$ cat src/rtl/irq_slice_pkg.sv
// Package: shared constants and register index type for the DMA
// interrupt slice. Assumes word-addressed registers, byte address >> 2.
package irq_slice_pkg;
    localparam int NUM_CAUSES = 8;
    localparam int DONE_IDX   = 1;

    typedef enum logic [2:0] {
        RI_STATE   = 3'd0,
        RI_FLAGS   = 3'd1,
        RI_UNMASK  = 3'd2,
        RI_MASKSET = 3'd3,
        RI_MASK    = 3'd4
    } reg_idx_e;
endpackage

$ cat src/rtl/irq_flag_bank.sv
// Sticky interrupt flags: hardware pulses set, software write-ones clear.
// Assumes set has priority over clear on the same bit in the same cycle.
module irq_flag_bank #(
    parameter int N = 8
) (
    input  logic         clk,
    input  logic         rst_n,
    input  logic [N-1:0] set_i,
    input  logic [N-1:0] clr_i,
    output logic [N-1:0] flags_o
);
    logic [N-1:0] flags_q;

    // Update each flag: clear requested bits, then apply sets on top.
    always_ff @(posedge clk) begin
        if (!rst_n) flags_q <= '0;
        else        flags_q <= (flags_q & ~clr_i) | set_i;
    end

    assign flags_o = flags_q;

    // a pulsed flag is set on the next cycle even when cleared at once
    p_set_wins_r2: assert property (@(posedge clk) disable iff (!rst_n)
        (|set_i) |=> ((flags_o & $past(set_i)) == $past(set_i)));

    // a clear without a coincident set removes the flag
    p_clear_r2: assert property (@(posedge clk) disable iff (!rst_n)
        (|(clr_i & ~set_i)) |=> ((flags_o & $past(clr_i & ~set_i)) == '0));
endmodule

$ cat src/rtl/irq_mask_bank.sv
// Interrupt mask with no direct write port: one strobe clears bits,
// another sets them. Assumes the two strobes never coincide.
module irq_mask_bank #(
    parameter int N = 8
) (
    input  logic         clk,
    input  logic         rst_n,
    input  logic [N-1:0] unmask_i,
    input  logic [N-1:0] maskset_i,
    output logic [N-1:0] mask_o
);
    logic [N-1:0] mask_q;

    // Hold the mask, all-ones after reset, modified only by strobes.
    always_ff @(posedge clk) begin
        if (!rst_n) mask_q <= '1;
        else        mask_q <= (mask_q & ~unmask_i) | maskset_i;
    end

    assign mask_o = mask_q;

    // unmask strobe clears the addressed mask bits
    p_unmask_r3: assert property (@(posedge clk) disable iff (!rst_n)
        (|unmask_i) |=> ((mask_o & $past(unmask_i)) == '0));

    // mask-set strobe sets the addressed mask bits
    p_maskset_r3: assert property (@(posedge clk) disable iff (!rst_n)
        (|maskset_i) |=> ((mask_o & $past(maskset_i)) == $past(maskset_i)));
endmodule

$ cat src/rtl/done_counter.sv
// Wrapping up/down completion counter. Assumes increment and decrement
// are qualified upstream; both together leave the value unchanged.
module done_counter #(
    parameter int W = 3
) (
    input  logic         clk,
    input  logic         rst_n,
    input  logic         inc_i,
    input  logic         dec_i,
    output logic [W-1:0] cnt_o
);
    logic [W-1:0] cnt_q;

    // Step the counter by +1, -1 or 0, wrapping modulo 2**W.
    always_ff @(posedge clk) begin
        if (!rst_n) cnt_q <= '0;
        else begin
            case ({inc_i, dec_i})
                2'b10:   cnt_q <= cnt_q + 1'b1;
                2'b01:   cnt_q <= cnt_q - 1'b1;
                default: cnt_q <= cnt_q;
            endcase
        end
    end

    assign cnt_o = cnt_q;

    // increment wraps, never saturates
    p_inc_wrap_r6: assert property (@(posedge clk) disable iff (!rst_n)
        (inc_i && !dec_i) |=> (cnt_o == W'($past(cnt_o) + 1'b1)));

    // a qualified decrement lowers the count by one
    p_dec_r7: assert property (@(posedge clk) disable iff (!rst_n)
        (dec_i && !inc_i) |=> (cnt_o == W'($past(cnt_o) - 1'b1)));
endmodule

$ cat src/rtl/dma_irq_regs.sv
// DMA channel interrupt register slice: decodes the register bus, routes
// write strobes to the flag, mask and counter banks, and builds the read
// word and the level interrupt. Assumes single-cycle bus accesses.
module dma_irq_regs
    import irq_slice_pkg::*;
#(
    parameter int ADDR_W   = 5,
    parameter int DATA_W   = 32,
    parameter int N        = NUM_CAUSES,
    parameter int OUTS_W   = 4,
    parameter int LVL_W    = 8,
    parameter int CNT_W    = 3
) (
    input  logic              clk,
    input  logic              rst_n,
    input  logic              bus_en,
    input  logic              bus_we,
    input  logic [ADDR_W-1:0] bus_addr,
    input  logic [N-1:0]      bus_wdata,
    output logic [DATA_W-1:0] bus_rdata,
    input  logic [N-1:0]      evt_pulse,
    input  logic              busy,
    input  logic [OUTS_W-1:0] outstanding,
    input  logic [LVL_W-1:0]  fifo_level,
    output logic              irq
);
    localparam int IDX_W   = ADDR_W - 2;
    localparam int OUTS_LO = 1;
    localparam int LVL_LO  = OUTS_LO + OUTS_W;
    localparam int CNT_LO  = LVL_LO + LVL_W;

    logic             aligned;
    logic [IDX_W-1:0] idx;
    logic             wr_flags, wr_unmask, wr_maskset, wr_mask;
    logic [N-1:0]     flag_clr, unmask_s, maskset_s;
    logic [N-1:0]     flags, mask;
    logic [CNT_W-1:0] cnt;
    logic             cnt_inc, cnt_dec;

    assign aligned = (bus_addr[1:0] == 2'b00);
    assign idx     = bus_addr[ADDR_W-1:2];

    // Decode write strobes per register.
    always_comb begin
        wr_flags   = bus_en && bus_we && aligned && (idx == IDX_W'(RI_FLAGS));
        wr_unmask  = bus_en && bus_we && aligned && (idx == IDX_W'(RI_UNMASK));
        wr_maskset = bus_en && bus_we && aligned && (idx == IDX_W'(RI_MASKSET));
        wr_mask    = bus_en && bus_we && aligned && (idx == IDX_W'(RI_MASK));
    end

    assign flag_clr  = wr_flags   ? bus_wdata : '0;
    assign unmask_s  = wr_unmask  ? bus_wdata : '0;
    assign maskset_s = wr_maskset ? bus_wdata : '0;

    // Done accounting: count a finished transfer, uncount a real clear.
    assign cnt_inc = evt_pulse[DONE_IDX];
    assign cnt_dec = flag_clr[DONE_IDX] && flags[DONE_IDX] && !evt_pulse[DONE_IDX];

    irq_flag_bank #(.N(N)) u_flags (
        .clk(clk), .rst_n(rst_n), .set_i(evt_pulse), .clr_i(flag_clr), .flags_o(flags)
    );

    irq_mask_bank #(.N(N)) u_mask (
        .clk(clk), .rst_n(rst_n), .unmask_i(unmask_s), .maskset_i(maskset_s), .mask_o(mask)
    );

    done_counter #(.W(CNT_W)) u_cnt (
        .clk(clk), .rst_n(rst_n), .inc_i(cnt_inc), .dec_i(cnt_dec), .cnt_o(cnt)
    );

    // Level interrupt from any unmasked pending flag.
    assign irq = |(flags & ~mask);

    // Assemble the read word for the addressed register.
    always_comb begin
        bus_rdata = '0;
        if (aligned) begin
            case (idx)
                IDX_W'(RI_STATE): begin
                    bus_rdata[0]                       = busy;
                    bus_rdata[OUTS_LO +: OUTS_W]       = outstanding;
                    bus_rdata[LVL_LO  +: LVL_W]        = fifo_level;
                    bus_rdata[CNT_LO  +: CNT_W]        = cnt;
                end
                IDX_W'(RI_FLAGS): bus_rdata[N-1:0] = flags;
                IDX_W'(RI_MASK):  bus_rdata[N-1:0] = mask;
                default:          bus_rdata = '0;
            endcase
        end
    end

    // writes to the mask address leave the mask untouched
    p_mask_ro_r4: assert property (@(posedge clk) disable iff (!rst_n)
        wr_mask |=> $stable(mask));

    // with every cause masked the line stays low
    p_irq_quiet_r5: assert property (@(posedge clk) disable iff (!rst_n)
        (mask == '1) |-> !irq);

    // counter never moves down while a done pulse arrives
    p_no_dec_on_done_r7: assert property (@(posedge clk) disable iff (!rst_n)
        evt_pulse[DONE_IDX] |=> (cnt != CNT_W'($past(cnt) - 1'b1)));
endmodule

$ cat config.mk
export PLATFORM = sky130hd
export DESIGN_NAME = dma_irq_regs
export DESIGN_NICKNAME = d
export VERILOG_FILES = /design/src/rtl/irq_slice_pkg.sv /design/src/rtl/irq_flag_bank.sv /design/src/rtl/irq_mask_bank.sv /design/src/rtl/done_counter.sv /design/src/rtl/dma_irq_regs.sv
export SDC_FILE = /design/constraint.sdc
export NUM_CORES = 1
export LEC_CHECK = 0
export BUFFER_PORTS_ARGS = -buffer_cell sky130_fd_sc_hd__buf_2
export CAP_MARGIN = 30
export CORE_ASPECT_RATIO = 1.75
export CORE_MARGIN = 10
export CORE_UTILIZATION = 45
export DETAILED_ROUTE_END_ITERATION = 12
export HOLD_SLACK_MARGIN = 0.03
export PLACE_DENSITY = 0.85
export SYNTH_ARGS = -nofsm -noshare
export SYNTH_HDL_FRONTEND = slang
export SYNTH_SLANG_ARGS = --single-unit
$ cat constraint.sdc
create_clock -name clk -period 2.5 [get_ports clk]
set_clock_uncertainty 0.15 [all_clocks]
set_input_delay 0.375 -clock clk [delete_from_list [all_inputs] [get_ports clk]]
set_output_delay 0.375 -clock clk [all_outputs]
set_load 0.02 [all_outputs]
After elaboration in Yosys (flattened, before gate mapping). Cells that the tools add are included.

Flip-flop bits (word level): 19.

$add $sub $neg: 2. Bitwise gates (word level): 8. Mux-type cells: 7. Equality and inequality tests: 6. Reduce and logical (&&, ||, !) cells: 12.

Operators with widths (count): $mux W8 (4); $and A8 B8 Y8 (3); $not A8 Y8 (3); $pmux W8 S3 (1); $mux W16 (1); $or A8 B8 Y8 (2); $reduce_or A8 Y1 (1); $logic_and A1 B1 Y1 (7); $eq A3 B2 Y1 const B (2); $pmux W3 S2 (1); $add A3 B1 Y3 const B (1); $eq A3 B1 Y1 const B (1); $eq A3 B3 Y1 const B (1); $logic_not A3 Y1 (1); $sub A3 B1 Y3 const B (1); $eq A2 B1 Y1 const B (1); $eq A2 B2 Y1 const B (1); $logic_not A2 Y1 (1); $reduce_bool A2 Y1 (1); $logic_not A1 Y1 (1).

Depth between registers and ports, before layout. Gate-level depths: netlist (run 1).

Word-level depth: 8. Mapped depth: 9. Depth with buffers taken out: 8.

Modules after synthesis. A second synthesis (run 1) with hierarchy kept.

Cells, all modules: 165. Area total of the unflattened synthesis: 1480.2 µm².

Modules (own cells, without submodules): dma_irq_regs (cells each 101, area an instance 701.9 µm², times used 1, sequential area each 0.0 µm²); irq_flag_bank (cells each 25, area an instance 337.8 µm², times used 1, sequential area each 160.2 µm²); irq_mask_bank (cells each 25, area an instance 285.3 µm², times used 1, sequential area each 160.2 µm²); done_counter (cells each 14, area an instance 155.1 µm², times used 1, sequential area each 60.1 µm²).

Worst setup path after synthesis (run 1). No wires, ideal clock.

Path type: input-to-reg. From: in bus_addr[4]. To: reg u_cnt.cnt_q[2] (netlist: u_cnt.cnt_o[2]). Setup time: 0.123 ns. Path buffers: 1. Stages on the path: 9. Data required time: 2.227 ns. Path slack: 0.170 ns. Arrival: 2.056 ns. Path through: and4b_1 -> buf_4 -> nand4b_4 -> or3_4 -> fa_1 -> nand2b_1 -> xnor2_1 -> nand3_1 -> o211ai_2.

Longest elaborated chain between the ends: 7. Elaborated cells on any way between the ends: 9. Classes of those cells: eq/ne (3); mux (2); reduce/logical (4).

Ends and longest elaborated chain: start, declared (RTL line dma_irq_regs.sv:18) `input logic [ADDR_W-1:0] bus_addr,`; $eq A3 B1 Y1 * (RTL line dma_irq_regs.sv:45) `wr_flags = bus_en && bus_we && aligned && (idx == IDX_W'(RI_FLAGS));`; $logic_and A1 B1 Y1 * (RTL line dma_irq_regs.sv:45); $mux W8 * (RTL line dma_irq_regs.sv:51) `assign flag_clr = wr_flags ? bus_wdata : '0;`; $logic_and A1 B1 Y1 * (2 in a row) (RTL line dma_irq_regs.sv:57) `assign cnt_dec = flag_clr[DONE_IDX] && flags[DONE_IDX] && !evt_pulse[DONE_IDX];`; $eq A2 B1 Y1 or $eq A2 B2 Y1 (tied branches) (RTL line done_counter.sv:18) `case ({inc_i, dec_i})`; $pmux W3 S2 or $reduce_bool A2 Y1 (tied branches); end signal, assigned (RTL line done_counter.sv:19) `2'b10: cnt_q <= cnt_q + 1'b1;`; end signal, assigned (RTL line done_counter.sv:20) `2'b01: cnt_q <= cnt_q - 1'b1;`; end signal, assigned (RTL line done_counter.sv:21) `default: cnt_q <= cnt_q;`; end, declared (RTL line done_counter.sv:12) `logic [W-1:0] cnt_q;`.

Mark *: on every way between the ends. The rest lies on a longest branch, timed or not. A chain may end at the register's enable or synchronous reset.

Worst setup path in the final report (run 1). Same ends and word-level chain as after synthesis.

==> results of run 1 <==
[kinds of logic after synthesis]
group | Yosys count | share of synthesized area
buffers and inverters | 35 | 0.149
AO/OA/AOI/OAI | 30 | 0.146
adder cells (fa/ha/maj) | 1 | 0.0151
AND/OR/NAND/NOR | 63 | 0.266
other | 1 | 0.00284
flip-flops | 19 | 0.288
multiplexers | 16 | 0.121
XOR/XNOR | 2 | 0.0132
[worst max-delay path: stages]
cell and delay (ns):
buf_2 0.10, and4b_1 0.31, nand4b_4 0.12, or3_4 0.35, fa_1 0.42, nand2b_1 0.18
xnor2_1 0.12, nand3_1 0.09, o211ai_2 0.07
[cell usage in the layout, fill, tap and decap left out, drive strengths merged, types with 3 or more instances in the layout]
master | Yosys | final
a31oi | 7 | 7
clkbuf | 6 | 4
and2 | 7 | 7
buf | 19 | 63
nor2b | 3 | 3
conb | 1 | 16
mux2i | 16 | 16
o21a | 7 | 7
nand3 | 10 | 10
inv | 10 | 10
nor3 | 3 | 3
a21oi | 9 | 9
nand2 | 9 | 9
o22ai | 4 | 4
nor2 | 17 | 17
or3 | 3 | 3
dfxtp | 19 | 19
[final cells by class]
type | count | share of cell area
timing repair buffer | 63 | 0.206
multi-input combinational | 128 | 0.490
clock buffer | 4 | 0.0275
tap | 28 | 0.0214
sequential | 19 | 0.232
inverter | 10 | 0.0229
[state kept, by name (all words and copies together), names as in the netlist]
| signal | count |
|---|---|
| u_cnt.cnt_o | 3 |
| u_mask.mask_o | 8 |
| u_flags.flags_o | 8 |
[Yosys cell counts, drive strengths merged]
library cell / n
a21oi: 9
a31oi: 7
a41oi: 1
and2: 7
and4b: 2
buf: 19
clkbuf: 6
conb: 1
dfxtp: 19
fa: 1
inv: 10
mux2i: 16
nand2: 9
nand2b: 1
nand3: 10
nand3b: 2
nand4: 1
nand4b: 2
nor2: 17
nor2b: 3
nor3: 3
nor4: 2
o211ai: 1
o21a: 7
o21ai: 1
o22ai: 4
or3: 3
or4: 1
xnor2: 2
[worst paths after layout]
check,slack (ns),start,endpoint
setup / recovery,0.36,bus_addr[4],u_cnt.cnt_o[2]$_SDFFE_PN0P_
hold / removal,0.17,evt_pulse[0],u_flags.flags_o[0]$_SDFF_PN0_
setup reg to reg,0.42,u_flags.flags_o[1]$_SDFF_PN0_,u_cnt.cnt_o[2]$_SDFFE_PN0P_
hold reg to reg,0.36,u_mask.mask_o[7]$_SDFF_PN1_,u_mask.mask_o[7]$_SDFF_PN1_
[metrics by stage]
| step | power [mW] | instances | utilization | area [um^2] |
|---|---|---|---|---|
| CTS | 0.723 | 252 | 0.572 | 1640 |
| global placement | 0.504 | 248 | 0.556 | 1590 |
| global route | 0.754 | 252 | 0.572 | 1640 |
| finish | 0.721 | 252 | 0.572 | 1640 |
| floorplan | 0.462 | 182 | - | 1380 |
| detailed placement | 0.509 | 248 | 0.556 | 1590 |
[power groups by stage]
stage               registers, mW  logic [mW]  clock network, mW
global placement            0.336       0.168                  0
finish                      0.330       0.173              0.217
global route                0.332       0.191              0.231
floorplan                   0.334       0.128                  0
detailed placement          0.337       0.172                  0
CTS                         0.330       0.173              0.220
[routing by layer]
layer	vias to the layer above	GRT usage
met1	656	0.123
met2	51	0.250
met4	0	0.0680
met5	-	0
li1	661	-
met3	6	0.0345
==> reports/metrics.yaml, run 1 <==
run_status:
  outcome: "finished clean"
power:
  irDropWorstVdd_mv: 0.384
  power.share.clock: 0.302
  seq_power_share: 0.459
  power.density_nw_per_um2: 440
  p_leak_nw: 0.876
  power.switching_mw: 0.218
  combPwrFrac: 0.240
  internal-power_mw: 0.503
  switching_share: 0.302
drt:
  vias: 1374
  detail_route.wl_per_cell_um: 15.6
  drt_iter0_drc: 20
  drc: 0
  via_per_inst: 5.45
  ant_nets: 0
  wl_met3_um: 343
  wl_met2_um: 2210
  dr.max_layer_used: "met4"
  first_pass_iters: 4
  wl_met1_um: 1300
  drt_wl_total_um: 3920
logic_synthesis:
  synth_cell_types: 34
  yosysWarnings: 0
  synthTopCellsByArea: "dfxtp_1 (29%), mux2i_1 (12%), buf_4 (9.6%), nor2_1 (4.5%), o21a_1 (4.0%)"
  syn_inst: 167
  synth_area_um2: 1320
  synth_seq_cells: 19
  syn_area_per_cell_um2: 7.92
  synth_top_area_cell: "dfxtp_1"
  seq_area_frac_synth: 0.288
  synth_top_area_frac: 0.288
sta:
  hold_ws_ns: 0.171
  fin_crit_ns: 2.14
  finalSetupViolCount: 0
  rsz0062_at_grt: "no"
  final_max_slew_viol_count: 0
  fin_crit_sh: 0.856
  tns_ns: 0
  max_freq_ghz: 0.467
  hold_violations: 0
  finalWorstSetupSlack_ns: 0.359
critical_path:
  arrival_ns: 2.14
  end_kind: "flip-flop"
  start_kind: "input port"
  cp_max_fo: 4
  required_ns: 2.50
  critPathKind: "in2reg"
  reg2reg_depth: 7
final_layout:
  multi_input_area_um2: 802
  nets: 264
  regArea_um2: 380
  fillerInstances: 304
  drive_gt1_frac: 0.313
  n_antenna_cell: 0
  areaGrowthSynthToFinish_pct: 23.8
clock_network:
  cts_buffers: 3
  post_cts_buffers: 0
  htree_num_levels: 1
  ctsResizeCount: 0
  cts_hold_buffers: 0
  clock-sinks: 19
  cts_max_path_buffers: 2
  clockRootBuffer: "clkbuf_8"
  clk_latency_ns: 0.26
  tritoncts: "done"
  clk_pin_slew_ns: 0.07
job:
  maxCapViolations: 0
floorplan:
  rows: 26
  die-area_um2: 5590
  core_area_um2: 2860
  die_height_um: 91.7
  die_x_um: 61.0
  io_pins: 71
  start_util: 0.462
placement:
  dp_slack_ns: 0.0912
  dp_hpwl_um: 3130
  routabilityCongestion: 0.829
  port_buffers: 54
worst_hold_path:
  hp-class: "in2reg"
  hold_depth: 2
grt:
  first_global_vias: 1393
  antenna_found_initial: 0
  gr-total-overflow: 0
  grt_max_degree: 24
  grt_pass1_wl_um: 6050
  grtUsageTotal: 0.134
Power figures use the tool's default switching activity.
==> run 2: changes to the inputs <==
--- a/config.mk
+++ b/config.mk
@@ -12,7 +12,7 @@
 export CORE_UTILIZATION = 45
 export DETAILED_ROUTE_END_ITERATION = 12
 export HOLD_SLACK_MARGIN = 0.03
-export PLACE_DENSITY = 0.85
+export PLACE_DENSITY = 0.84
 export SYNTH_ARGS = -nofsm -noshare
 export SYNTH_HDL_FRONTEND = slang
 export SYNTH_SLANG_ARGS = --single-unit
==> run 2 against run 1 <==
Worst hold slack worse by 0.00055 ns. Sequential share of layout area barely moved. Count of clock-buffer cells in the layout fell by 1. Final area about the same. Die area did not move. Worst setup slack worse by 0.065 ns. Critical path type unchanged. First-iteration DRC count rose by 45%. Clock power about the same. Largest power group unchanged. Largest cell class unchanged. Maximum frequency fell by 3.0%. Power grew 0.12%.
==> reports/metrics.yaml, run 2 (same netlist as run 1, synthesis figures left out) <==
floorplan:
  io_pins: 71  # unchanged
  start_util: 0.462  # unchanged
  core_area_um2: 2860  # unchanged
  die_height_um: 91.7  # unchanged
  die-area_um2: 5590  # unchanged
  die_x_um: 61.0  # unchanged
  rows: 26  # unchanged
critical_path:
  critPathLaunch: "bus_addr[4]"  # unchanged
  cp_top_family: "simple AND/OR/NAND/NOR gates"  # unchanged
  cp_max_fo: 4  # unchanged
  slowest_delay_ns: 0.43  # was 0.42 ns
  path_cells: "buf_2, and4b_1, nand4b_4, or3_4, fa_1, nand2b_1, xnor2_1, nand3_1, o211ai_2"  # unchanged
  slowest_stage: "fa_1"  # unchanged
  critPathKind: "in2reg"  # unchanged
  end_kind: "flip-flop"  # unchanged
  required_ns: 2.49  # was 2.50 ns
  arrival_ns: 2.20  # was 2.14 ns
  rr_startpoint: "u_flags.flags_o[1]$_SDFF_PN0_"  # unchanged
  cp_num_buf_inv: 1  # unchanged
  start_kind: "input port"  # unchanged
sta:
  fin_crit_sh: 0.883  # was 0.856
  fin_crit_ns: 2.21  # was 2.14 ns
  rsz0062_at_grt: "no"  # unchanged
  final_max_slew_viol_count: 0  # unchanged
  tns_ns: 0  # unchanged
  hold_violations: 0  # unchanged
  max_freq_ghz: 0.453  # was 0.467 GHz
  finalSetupViolCount: 0  # unchanged
final_layout:
  layout_common_cells: "buf_2 (54), dfxtp_1 (19), mux2i_1 (16), nor2_1 (16), conb_1 (16)"  # unchanged
  areaGrowthSynthToFinish_pct: 23.9  # was 23.8%
  nets: 264  # unchanged
  fin_util: 0.573  # was 0.572
  mostFrequentLayoutCell: "buf_2"  # unchanged
  fillerInstances: 285  # was 304
  drive_gt1_frac: 0.317  # was 0.313
  n_antenna_cell: 0  # unchanged
clock_network:
  htree_num_levels: 1  # unchanged
  post_cts_buffers: 0  # unchanged
  cts_hold_buffers: 0  # unchanged
  clk_latency_ns: 0.26  # about the same
  clk_pin_slew_ns: 0.08  # was 0.07 ns
  clock-sinks: 19  # unchanged
  cts_buffers: 3  # unchanged
  clockRootBuffer: "clkbuf_8"  # unchanged
  tritoncts: "done"  # unchanged
  ctsResizeCount: 0  # unchanged
  cts_max_path_buffers: 2  # unchanged
grt:
  grt_max_degree: 24  # unchanged
  grtUsageTotal: 0.141  # was 0.134
  first_global_vias: 1424  # was 1393
  gr-total-overflow: 0  # unchanged
  antenna_found_initial: 0  # unchanged
  grt_pass1_wl_um: 6350  # was 6050 um
placement:
  routabilityCongestion: 0.827  # was 0.829
  dp_hpwl_um: 3280  # was 3130 um
  port_buffers: 54  # unchanged
drt:
  detail_route.wl_per_cell_um: 16.2  # was 15.6 um
  drt_iter0_drc: 29  # was 20
  ant_nets: 0  # unchanged
  via_per_inst: 5.48  # was 5.45
  first_pass_iters: 4  # unchanged
  drc: 0  # unchanged
  drt_wl_total_um: 4080  # was 3920 um
  vias: 1380  # was 1374
power:
  irDropWorstVdd_mv: 0.336  # was 0.384 mV
  combPwrFrac: 0.242  # was 0.240
  power.share.clock: 0.300  # was 0.302
  p_leak_nw: 0.879  # was 0.876 nW
  switching_share: 0.307  # was 0.302
  internal-power_mw: 0.500  # was 0.503 mW
  seq_power_share: 0.458  # was 0.459
  power.switching_mw: 0.222  # was 0.218 mW
  power.density_nw_per_um2: 440  # about the same
worst_hold_path:
  hp-class: "in2reg"  # unchanged
  worstHoldStart: "evt_pulse[7]"  # was evt_pulse[0]
run_status:
  outcome: "finished clean"  # unchanged
job:
  maxCapViolations: 0  # unchanged
[run 2: changes by cell type in the layout (fill, tap and decap cells not counted), sizes merged]
cell,before,now
clkinv,0,1
clkbuf,4,3
[run 2: metrics by stage]
stage / hold WS, ns / total power [mW] / cells / setup slack, ns / instance area (um^2)
2_1_floorplan: 0.318 / 0.462 / 182 / 0.170 / 1380
5_1_grt: 0.171 / 0.761 / 252 / 0.180 / 1640
3_5_place_dp: 0.343 / 0.511 / 248 / 0.0271 / 1590
4_1_cts: 0.168 / 0.723 / 252 / 0.305 / 1640
6_report: 0.170 / 0.721 / 252 / 0.294 / 1640
3_3_place_gp: 0.333 / 0.504 / 248 / 0.120 / 1590
[run 2: layer usage]
layer,wire (um),global-route usage,vias to the layer above
li1,-,-,661
met1,1350,0.133,651
met2,2280,0.270,60
met3,353,0.0304,8
met4,95,0.0551,0
met5,0,0,-
[run 2: worst paths after layout]
check / to / cells after the start / slack, ns
setup / recovery: u_cnt.cnt_o[2]$_SDFFE_PN0P_ / 9 / 0.29
hold / removal: u_flags.flags_o[7]$_SDFF_PN0_ / 2 / 0.17
setup reg to reg: u_cnt.cnt_o[2]$_SDFFE_PN0P_ / 7 / 0.34
hold reg to reg: u_mask.mask_o[0]$_SDFF_PN1_ / 2 / 0.36
[run 2: power by group through the flow]
stage	Sequential [mW]	Clock, mW	Combinational [mW]
finish	0.331	0.217	0.174
global route	0.332	0.236	0.192
CTS	0.330	0.219	0.174
detailed placement	0.338	0	0.173
global placement	0.337	0	0.168
floorplan	0.334	0	0.128
[run 2: layout make-up]
class,instances,area [um^2],share of cell area
Clock buffer,3,41.3,0.0252
Inverter,10,37.5,0.0229
Clock inverter,1,5.00,0.00305
Sequential cell,19,380,0.232
Tap cell,28,35.0,0.0214
Multi-Input combinational cell,128,802,0.489
Timing Repair Buffer,63,338,0.206
==> run 3: changes to the inputs <==
--- a/config.mk
+++ b/config.mk
@@ -7,7 +7,6 @@
 export LEC_CHECK = 0
 export BUFFER_PORTS_ARGS = -buffer_cell sky130_fd_sc_hd__buf_2
 export CAP_MARGIN = 30
-export CORE_ASPECT_RATIO = 1.75
 export CORE_MARGIN = 10
 export CORE_UTILIZATION = 45
 export DETAILED_ROUTE_END_ITERATION = 12
==> run 3 against run 2 <==
Maximum frequency increased by 2.4%. Sequential share of layout area is 0.23 points higher. Power is 8.0% lower. Count of clock-buffer cells in the layout is 1 higher. Non-clock buffer count unchanged. Sequential power barely moved. First-iteration DRC count grew to 2.8 times the previous value. Worst hold slack got worse by 0.044 ns. Global-route usage fell by 0.22 points. Worst setup slack improved by 0.051 ns. Largest power group unchanged.
==> reports/metrics.yaml, run 3 (same netlist as run 1, synthesis figures left out) <==
run_status:
  outcome: "finished clean"  # unchanged
drt:
  drt_wl_total_um: 3910  # was 4080 um
  drc: 0  # unchanged
  via_per_inst: 5.21  # was 5.48
  first_pass_iters: 4  # unchanged
  vias: 1329  # was 1380
  drt_iter0_drc: 81  # was 29
  detail_route.wl_per_cell_um: 15.3  # was 16.2 um
  ant_nets: 0  # unchanged
grt:
  gr-total-overflow: 0  # unchanged
  first_global_vias: 1375  # was 1424
  grt.met2_usage: 0.245  # was 0.270
  use_met1: 0.154  # was 0.133
  grt_max_degree: 24  # unchanged
  grtUsageTotal: 0.139  # was 0.141
  met3_usage: 0.0559  # was 0.0304
  grt-busiest-layer: "met2"  # unchanged
  antenna_found_initial: 0  # unchanged
  grt_pass1_wl_um: 6240  # was 6350 um
final_layout:
  layout_common_cells: "buf_2 (54), dfxtp_1 (19), mux2i_1 (16), nor2_1 (16), conb_1 (16)"  # unchanged
  areaGrowthSynthToFinish_pct: 22.7  # was 23.9%
  mostFrequentLayoutCell: "buf_2"  # unchanged
  n_antenna_cell: 0  # unchanged
  fillerInstances: 277  # was 285
  drive_gt1_frac: 0.313  # was 0.317
  fin_util: 0.583  # was 0.573
  nets: 264  # unchanged
  fin_area_um2: 1620  # was 1640 um^2
worst_hold_path:
  hold_depth: 2  # unchanged
  min_to: "u_flags.flags_o[4]$_SDFF_PN0_"  # was u_flags.flags_o[7]$_SDFF_PN0_
  hp-class: "in2reg"  # unchanged
  worstHoldStart: "evt_pulse[4]"  # was evt_pulse[7]
floorplan:
  io_pins: 71  # unchanged
  core_area_um2: 2780  # was 2860 um^2
  die-area_um2: 5510  # was 5590 um^2
  start_util: 0.475  # was 0.462
  die_height_um: 74.2  # was 91.7 um
  rows: 19  # was 26
  die_x_um: 74.2  # was 61.0 um
clock_network:
  tritoncts: "done"  # unchanged
  clockRootBuffer: "clkbuf_4"  # was clkbuf_8
  htree_num_levels: 1  # unchanged
  cts_max_path_buffers: 2  # unchanged
  clock-sinks: 19  # unchanged
  cts_buffers: 3  # unchanged
  cts_hold_buffers: 0  # unchanged
  clk_pin_slew_ns: 0.12  # was 0.08 ns
  ctsResizeCount: 0  # unchanged
  clk_latency_ns: 0.30  # was 0.26 ns
  post_cts_buffers: 0  # unchanged
power:
  seq_power_share: 0.497  # was 0.458
  power.density_nw_per_um2: 409  # was 440 nW/um^2
  combPwrFrac: 0.260  # was 0.242
  power.share.clock: 0.243  # was 0.300
  switching_share: 0.321  # was 0.307
  power.switching_mw: 0.213  # was 0.222 mW
  internal-power_mw: 0.451  # was 0.500 mW
  irDropWorstVdd_mv: 0.391  # was 0.336 mV
  p_leak_nw: 0.867  # was 0.879 nW
sta:
  fin_crit_sh: 0.862  # was 0.883
  final_max_slew_viol_count: 0  # unchanged
  hold_violations: 0  # unchanged
  tns_ns: 0  # unchanged
  fin_crit_ns: 2.16  # was 2.21 ns
  finalSetupViolCount: 0  # unchanged
  rsz0062_at_grt: "no"  # unchanged
  max_freq_ghz: 0.464  # was 0.453 GHz
  hold_ws_ns: 0.126  # was 0.170 ns
critical_path:
  arrival_ns: 1.63  # was 2.20 ns
  start_kind: "flip-flop"  # was input port
  reg2reg_depth: 5  # was 7
  r2r_slack_ns: 0.43  # was 0.34 ns
  critPathKind: "reg2out"  # was in2reg
  required_ns: 1.98  # was 2.49 ns
  end_kind: "output port"  # was flip-flop
  rr_startpoint: "u_flags.flags_o[1]$_SDFF_PN0_"  # unchanged
  r2r-end: "u_cnt.cnt_o[1]$_SDFFE_PN0P_"  # was u_cnt.cnt_o[2]$_SDFFE_PN0P_
  cp_max_fo: 7  # was 4
placement:
  routabilityCongestion: 0.787  # was 0.827
  placedInstanceArea_um2: 1600  # was 1590 um^2
  port_buffers: 54  # unchanged
  dp_hpwl_um: 3040  # was 3280 um
job:
  maxCapViolations: 0  # unchanged
-- run 3: power groups by stage --
stage | clock network (mW) | registers [mW] | logic, mW
detailed placement | 0 | 0.337 | 0.170
CTS | 0.164 | 0.330 | 0.171
global placement | 0 | 0.337 | 0.167
global route | 0.182 | 0.333 | 0.191
finish | 0.161 | 0.330 | 0.173
floorplan | 0 | 0.334 | 0.128
-- run 3: how the worst max path moves through the flow --
stage	startpoint	end	slack [ns]
CTS	bus_addr[3]	bus_rdata[9]	0.36
detailed placement	bus_addr[4]	u_cnt.cnt_o[1]$_SDFFE_PN0P_	0.12
finish	u_flags.flags_o[1]$_SDFF_PN0_	irq	0.34
global placement	bus_addr[4]	u_cnt.cnt_o[1]$_SDFFE_PN0P_	0.15
global route	u_flags.flags_o[1]$_SDFF_PN0_	irq	0.24
floorplan	bus_addr[4]	u_cnt.cnt_o[2]$_SDFFE_PN0P_	0.17
-- run 3: per-stage QoR --
stage / total power [mW] / setup WS [ns] / std cells
3_3_place_gp: 0.504 / 0.154 / 251
4_1_cts: 0.665 / 0.360 / 255
3_5_place_dp: 0.507 / 0.124 / 251
5_1_grt: 0.706 / 0.240 / 255
2_1_floorplan: 0.462 / 0.170 / 182
6_report: 0.664 / 0.344 / 255
-- run 3: area by class of cell --
class,instances,area (um^2),area share
inverter,10,37.5,0.0231
timing repair buffer,63,338,0.208
sequential,19,380,0.234
tap,31,38.8,0.0239
multi-input combinational,128,802,0.494
clock buffer,4,26.3,0.0162
-- run 3: per-layer routing --
layer | vias up | share of wire
li1 | 663 | -
met1 | 599 | 0.40
met2 | 65 | 0.47
met3 | 2 | 0.13
met4 | 0 | 0.0028
met5 | - | 0
-- run 3: critical path: stages (launching register included) --
cell and delay (ns):
dfxtp_1 0.39, inv_1 0.12, o22ai_1 0.09, or4_1 0.54, buf_2 0.18
